`src/rtl/dg_pkg.sv`:
```
package dg_pkg;

    localparam int NUM_DOM = 16;
    localparam int FLD_W   = 2;
    localparam int DOM_W   = $clog2(NUM_DOM);
    localparam int CODE_W  = 4;
    localparam int CTRL_W  = NUM_DOM * FLD_W;
    localparam int STAT_W  = DOM_W + CODE_W;

    typedef enum logic [FLD_W-1:0] {
        MODE_BLOCK   = 2'b00,
        MODE_CLIENT  = 2'b01,
        MODE_RSVD    = 2'b10,
        MODE_MANAGER = 2'b11
    } dom_mode_e;

    typedef enum logic [1:0] {
        AP_NONE  = 2'b00,
        AP_PRIV  = 2'b01,
        AP_UREAD = 2'b10,
        AP_FULL  = 2'b11
    } ap_e;

    typedef enum logic [CODE_W-1:0] {
        FC_DOM_SEC   = 4'h9,
        FC_DOM_PAGE  = 4'hB,
        FC_PERM_SEC  = 4'hD,
        FC_PERM_PAGE = 4'hF
    } fcode_e;

    typedef struct packed {
        logic [DOM_W-1:0] dom;
        ap_e              ap;
        logic             priv;
        logic             write;
        logic             page;
    } acc_req_t;

    typedef struct packed {
        logic             fault;
        logic [DOM_W-1:0] dom;
        fcode_e           code;
    } verdict_t;

    // Client-mode permission table
    function automatic logic ap_allows(ap_e ap, logic priv, logic write);
        logic ok;
        case (ap)
            AP_FULL:  ok = 1'b1;
            AP_UREAD: ok = priv | ~write;
            AP_PRIV:  ok = priv;
            default:  ok = 1'b0;
        endcase
        return ok;
    endfunction

    function automatic fcode_e pick_code(logic dom_fault, logic page);
        fcode_e c;
        if (dom_fault) c = page ? FC_DOM_PAGE : FC_DOM_SEC;
        else           c = page ? FC_PERM_PAGE : FC_PERM_SEC;
        return c;
    endfunction

endpackage

```
`src/rtl/dg_ctrl_reg.sv`:
```
module dg_ctrl_reg
    import dg_pkg::*;
(
    input  logic              clk,
    input  logic              rst,
    input  logic              wr_en,
    input  logic [CTRL_W-1:0] wdata,
    output logic [CTRL_W-1:0] ctrl_q
);

    always_ff @(posedge clk) begin
        if (rst)        ctrl_q <= '0;
        else if (wr_en) ctrl_q <= wdata;
    end

endmodule

```
`src/rtl/dg_domain_decode.sv`:
```
module dg_domain_decode
    import dg_pkg::*;
(
    input  logic              valid,
    input  acc_req_t          req,
    input  logic [CTRL_W-1:0] ctrl_q,
    output verdict_t          verdict
);

    dom_mode_e mode_arr [NUM_DOM];

    for (genvar g = 0; g < NUM_DOM; g++) begin : g_field
        assign mode_arr[g] = dom_mode_e'(ctrl_q[g*FLD_W +: FLD_W]);
    end

    dom_mode_e sel_mode;
    logic      dom_fault;
    logic      perm_fault;

    always_comb begin
        sel_mode   = mode_arr[req.dom];
        dom_fault  = 1'b0;
        perm_fault = 1'b0;
        case (sel_mode)
            MODE_BLOCK,
            MODE_RSVD:    dom_fault  = 1'b1;
            MODE_CLIENT:  perm_fault = ~ap_allows(req.ap, req.priv, req.write);
            default:      ;
        endcase
        verdict.fault = valid & (dom_fault | perm_fault);
        verdict.dom   = req.dom;
        verdict.code  = pick_code(dom_fault, req.page);
    end

endmodule

```
`src/rtl/dg_status.sv`:
```
module dg_status
    import dg_pkg::*;
(
    input  logic              clk,
    input  logic              rst,
    input  verdict_t          verdict,
    input  logic              wr_en,
    input  logic [STAT_W-1:0] wdata,
    output logic              abort_q,
    output logic [STAT_W-1:0] stat_q
);

    always_ff @(posedge clk) begin
        if (rst) begin
            abort_q <= 1'b0;
            stat_q  <= '0;
        end else begin
            abort_q <= verdict.fault;
            if (verdict.fault)
                stat_q <= {verdict.dom, verdict.code};
            else if (wr_en)
                stat_q <= wdata;
        end
    end

endmodule

```
`src/rtl/domain_guard.sv`:
```
module domain_guard
    import dg_pkg::*;
(
    input  logic              clk,
    input  logic              rst,
    input  logic              acc_valid,
    input  logic [DOM_W-1:0]  acc_dom,
    input  logic [1:0]        acc_ap,
    input  logic              acc_priv,
    input  logic              acc_write,
    input  logic              acc_page,
    input  logic              cfg_wr,
    input  logic              cfg_sel,
    input  logic [CTRL_W-1:0] cfg_wdata,
    output logic              abort,
    output logic [STAT_W-1:0] fault_status
);

    logic [CTRL_W-1:0] ctrl_q;
    acc_req_t          req;
    verdict_t          verdict;

    assign req = '{dom: acc_dom, ap: ap_e'(acc_ap), priv: acc_priv,
                   write: acc_write, page: acc_page};

    dg_ctrl_reg u_ctrl (
        .clk    (clk),
        .rst    (rst),
        .wr_en  (cfg_wr & ~cfg_sel),
        .wdata  (cfg_wdata),
        .ctrl_q (ctrl_q)
    );

    dg_domain_decode u_dec (
        .valid   (acc_valid),
        .req     (req),
        .ctrl_q  (ctrl_q),
        .verdict (verdict)
    );

    dg_status u_stat (
        .clk     (clk),
        .rst     (rst),
        .verdict (verdict),
        .wr_en   (cfg_wr & cfg_sel),
        .wdata   (cfg_wdata[STAT_W-1:0]),
        .abort_q (abort),
        .stat_q  (fault_status)
    );

endmodule

```
`config.mk`:
```
export PLATFORM = sky130hd
export DESIGN_NAME = domain_guard
export DESIGN_NICKNAME = d
export VERILOG_FILES = /design/src/rtl/dg_pkg.sv /design/src/rtl/dg_ctrl_reg.sv /design/src/rtl/dg_domain_decode.sv /design/src/rtl/dg_status.sv /design/src/rtl/domain_guard.sv
export SDC_FILE = /design/constraint.sdc
export NUM_CORES = 1
export LEC_CHECK = 0
export ABC_CLOCK_PERIOD_IN_PS = 1750
export CAP_MARGIN = 20
export CELL_PAD_IN_SITES_DETAIL_PLACEMENT = 0
export CELL_PAD_IN_SITES_GLOBAL_PLACEMENT = 1
export CORE_ASPECT_RATIO = 1.5
export CORE_MARGIN = 2
export CORE_UTILIZATION = 40
export CTS_BUF_LIST = sky130_fd_sc_hd__clkbuf_8
export DETAILED_ROUTE_END_ITERATION = 16
export DONT_BUFFER_PORTS = 1
export PLACE_DENSITY_LB_ADDON = 0.2
export RECOVER_POWER = 25
export SLEW_MARGIN = 25
export SYNTH_ARGS = -nofsm -noshare
export SYNTH_HDL_FRONTEND = slang
export SYNTH_SLANG_ARGS = --single-unit
```
`constraint.sdc`:
```
create_clock -name clk -period 1.75 [get_ports clk]
set_input_delay 0.2625 -clock clk [delete_from_list [all_inputs] [get_ports clk]]
set_output_delay 0.2625 -clock clk [all_outputs]
set_load 0.005 [all_outputs]
```
==> impl_metrics.prom <==
# TYPE chip_impl_metric gauge
chip_impl_info{name="status",value="complete, but fails checks"} 1
chip_impl_info{name="failed_checks",value="negative setup slack"} 1
chip_impl_metric{name="postSynth.asyncResetShare",unit="%"} 0
chip_impl_metric{name="p_per_area",unit="nW/µm²"} 969.5
chip_impl_info{name="setup.worst_path.end_class",value="flip-flop"} 1
chip_impl_metric{name="area_of_the_core",unit="µm²"} 4579
chip_impl_info{name="clockRootBuffer",value="sky130_fd_sc_hd__clkbuf_8"} 1
chip_impl_metric{name="arrival",unit="ns"} 1.99
chip_impl_metric{name="nFillCells",unit=""} 499
chip_impl_metric{name="via_count",unit=""} 1507
chip_impl_metric{name="period_needed",unit="ns"} 1.803
chip_impl_metric{name="post-route-drc-count",unit=""} 0
chip_impl_metric{name="synth_enable_flop_cells",unit=""} 0
chip_impl_metric{name="max-vdd-ir-drop",unit="V"} 0.0006068
chip_impl_metric{name="floorplan.die.width",unit="µm"} 60.45
chip_impl_metric{name="grt_start_max_net_pins",unit=""} 47
chip_impl_metric{name="top_fanout_value_on_the_critical_path",unit=""} 5
chip_impl_metric{name="synth-seq-cells",unit=""} 41
chip_impl_metric{name="finish.net_count",unit=""} 267
chip_impl_metric{name="detail-route-antenna-nets",unit=""} 0
chip_impl_metric{name="detailedPlace.worstSlack",unit="ns"} -0.05678
chip_impl_metric{name="initial_core_util",unit="%"} 41.75
chip_impl_metric{name="synthDistinctLibCells",unit=""} 30
chip_impl_info{name="grt_setup_unrepaired",value="true"} 1
chip_impl_metric{name="dr.first_iter.drc_count",unit=""} 52
chip_impl_metric{name="placement.cell_area",unit="µm²"} 1951
chip_impl_metric{name="final_layout_size_suffix_gt1_share",unit="%"} 13.51
chip_impl_metric{name="num_antenna_cells",unit=""} 0
chip_impl_metric{name="static-leakage-power",unit="nW"} 0.7483
chip_impl_info{name="most_common_library_cell_in_the_layout_ignoring_fill_and_taps",value="sky130_fd_sc_hd__nand2_1"} 1
chip_impl_metric{name="tritoncts.num_buffers",unit=""} 5
chip_impl_metric{name="worst_pin_slew",unit="ns"} 0.6014
chip_impl_metric{name="p_total",unit="mW"} 2.000
chip_impl_metric{name="total_overflow_reported_by_the_global_router",unit=""} 0
chip_impl_metric{name="drv_cap",unit=""} 0
chip_impl_metric{name="wl_per_cell",unit="µm"} 15.17
chip_impl_metric{name="cts.htree.levels",unit=""} 2
chip_impl_metric{name="synth_fp_nets",unit=""} 272
chip_impl_info{name="path_class",value="reg2reg"} 1
chip_impl_metric{name="clk_path_buf_depth",unit=""} 2
chip_impl_metric{name="via_per_inst",unit=""} 5.269
chip_impl_metric{name="synthesized_area_per_cell",unit="µm²"} 8.459
chip_impl_metric{name="die-height",unit="µm"} 88.67
chip_impl_metric{name="timing.final.setup_violations",unit=""} 5
chip_impl_metric{name="detail_route.first_pass.iterations",unit=""} 4
chip_impl_metric{name="yosysWarningCount",unit=""} 0
chip_impl_metric{name="synth-seq-area-share",unit="%"} 42.93
chip_impl_info{name="timing.critical_path.from_type",value="flip-flop"} 1
chip_impl_metric{name="post_synth_instance_area",unit="µm²"} 1912
chip_impl_info{name="holdCritPathClass",value="in2reg"} 1
chip_impl_metric{name="finalMaxSlewViolations",unit=""} 0
chip_impl_metric{name="port_buffers",unit=""} 0
chip_impl_metric{name="fin_ws",unit="ns"} -0.05293
chip_impl_info{name="layout.cells.most_common_list",value="sky130_fd_sc_hd__nand2_1, sky130_fd_sc_hd__dfxtp_1, sky130_fd_sc_hd__a21oi_1, sky130_fd_sc_hd__nor2b_1, sky130_fd_sc_hd__clkbuf_8"} 1
chip_impl_metric{name="grt_antenna_before_repair",unit=""} 0
chip_impl_metric{name="drt_wl_total",unit="µm"} 4338
chip_impl_metric{name="endpoint_required_time_on_the_critical_path",unit="ns"} 1.94
chip_impl_metric{name="max-slew-margin-rel",unit="%"} 59.91
chip_impl_metric{name="die-area",unit="µm²"} 5360
chip_impl_metric{name="timing.fmax",unit="MHz"} 554.7
chip_impl_metric{name="grt_pass1_vias",unit=""} 1522
chip_impl_metric{name="worst_clock_skew",unit="ns"} 0.004543
chip_impl_metric{name="gr-usage-all-layers",unit="%"} 17.50
chip_impl_metric{name="final_hold_viol_count",unit=""} 0
chip_impl_metric{name="std_cell_rows",unit=""} 30
chip_impl_metric{name="syn-instance-count",unit=""} 226
chip_impl_metric{name="post_detail_place_hpwl",unit="µm"} 3151
chip_impl_metric{name="clock-sinks",unit=""} 41
chip_impl_metric{name="clkLatencyLatePin",unit="ns"} 0.29
chip_impl_metric{name="clkTransAtPathRegs",unit="ns"} 0.08
chip_impl_metric{name="area_growth_syn_to_layout",unit="%"} 7.919
chip_impl_info{name="clock_tree_from_tritoncts",value="done"} 1
chip_impl_info{name="critical_path.cell_chain",value="mux4_2 > or2_1 > a31oi_4 > o2bb2ai_4 > mux2_4"} 1
chip_impl_metric{name="design_area",unit="µm²"} 2063
chip_impl_metric{name="timing.critical_path.slowest_cell_delay",unit="ns"} 0.44
chip_impl_metric{name="final_min_period_over_clock_period",unit="%"} 103.0
chip_impl_metric{name="globalplace.congestion",unit=""} 0.7694
chip_impl_metric{name="final_util",unit="%"} 45.05
chip_impl_metric{name="grt_pass1_wl",unit="µm"} 7044
chip_impl_metric{name="floorplan.io_pins",unit=""} 55
chip_impl_metric{name="setup_total_negative_slack",unit="ns"} -0.2572
chip_impl_info{name="cp_slowest_cell",value="sky130_fd_sc_hd__mux4_2"} 1
chip_impl_info{name="synth_top_flop_cell",value="sky130_fd_sc_hd__dfxtp_1"} 1
-- repair_timing --
action | 4_1_cts | 5_1_grt
pin swaps | 0 | 0
resized for setup | 0 | 1
setup buffers | 0 | 0
hold buffers | 0 | 0
hold endpoints to repair | 0 | 0
endpoints found under the setup margin | 5 | 6
-- area by class of cell --
class | instances | area (µm²) | area share, %
Inverter | 1 | 3.754 | 0.1819
Clock buffer | 6 | 82.58 | 4.002
Clock inverter | 2 | 33.78 | 1.637
Tap cell | 64 | 80.08 | 3.881
Sequential cell | 41 | 822.0 | 39.84
Timing Repair Buffer | 3 | 20.02 | 0.9703
Multi-Input combinational cell | 169 | 1021 | 49.48
-- metrics by stage --
| stage | hold WS [ns] | cells |
|---|---|---|
| 2_1_floorplan | 0.3985 | 226 |
| 3_3_place_gp | 0.3377 | 278 |
| 3_5_place_dp | 0.3415 | 278 |
| 4_1_cts | 0.02601 | 286 |
| 5_1_grt | 0.01875 | 286 |
| 6_report | 0.03234 | 286 |
-- cells by family (layout without fill, tap and decap cells) --
kind of cell / Yosys count / in the layout / synth area share [%]
AOI/OAI and AO/OA: 50 / 50 / 17.74
DFF: 41 / 41 / 42.93
muxes: 16 / 16 / 13.35
buffers and inverters: 16 / 12 / 3.599
and+or+nand+nor: 103 / 103 / 22.38
-- worst max-delay path: cells and delay by family, from the launching register on --
kind,cells,cell delay (ns)
DFF,1,0.32
AOI/OAI and AO/OA,2,0.36
and+or+nand+nor,1,0.25
muxes,2,0.76
-- where the power goes --
| group | switching, mW | internal (mW) |
|---|---|---|
| Combinational | 0.0963 | 0.102 |
| Clock | 0.326 | 0.459 |
| Sequential | 0.0302 | 0.986 |
| Total | 0.453 | 1.55 |
-- path summary, 6_finish.rpt --
| check | slack [ns] | cells after the start | to | from |
|---|---|---|---|---|
| worst max-delay path | -0.05 | 5 | u_stat.stat_q[5] | u_ctrl.ctrl_q[27] |
| worst min-delay path | 0.03 | 1 | u_ctrl.ctrl_q[4] | rst |
| worst max register to register | -0.05 | 5 | u_stat.stat_q[5] | u_ctrl.ctrl_q[27] |
| worst min register to register | 0.45 | 2 | u_ctrl.ctrl_q[26] | u_ctrl.ctrl_q[26] |
-- metal layers --
layer  up-vias  GRT usage [%]  share of wire, %
li1        744              -                 -
met1       715          20.63                39
met2        42          30.04                53
met3         6          4.532               6.2
met4         0          6.522               1.6
met5         -              0                 0
-- synthesized netlist by cell type (2+ instances only) --
cell / n / share of area [%]
sky130_fd_sc_hd__nor2_1: 4 / 0.79
sky130_fd_sc_hd__clkbuf_1: 12 / 2.4
sky130_fd_sc_hd__mux2_2: 3 / 1.8
sky130_fd_sc_hd__nand2b_1: 3 / 0.98
sky130_fd_sc_hd__mux4_2: 4 / 4.7
sky130_fd_sc_hd__mux2i_1: 3 / 1.6
sky130_fd_sc_hd__nor2b_1: 7 / 2.3
sky130_fd_sc_hd__a21oi_1: 38 / 9.9
sky130_fd_sc_hd__a2bb2oi_1: 2 / 0.92
sky130_fd_sc_hd__mux2_4: 5 / 3.9
sky130_fd_sc_hd__a31oi_1: 2 / 0.65
sky130_fd_sc_hd__dfxtp_1: 41 / 43
sky130_fd_sc_hd__nand2_1: 85 / 17
-- registers in the layout (all words and copies together), names as in the netlist --
register        count
u_ctrl.ctrl_q      32
u_stat.stat_q       8
u_stat.abort_q      1
Note: power is estimated with default switching activity, not from simulation.
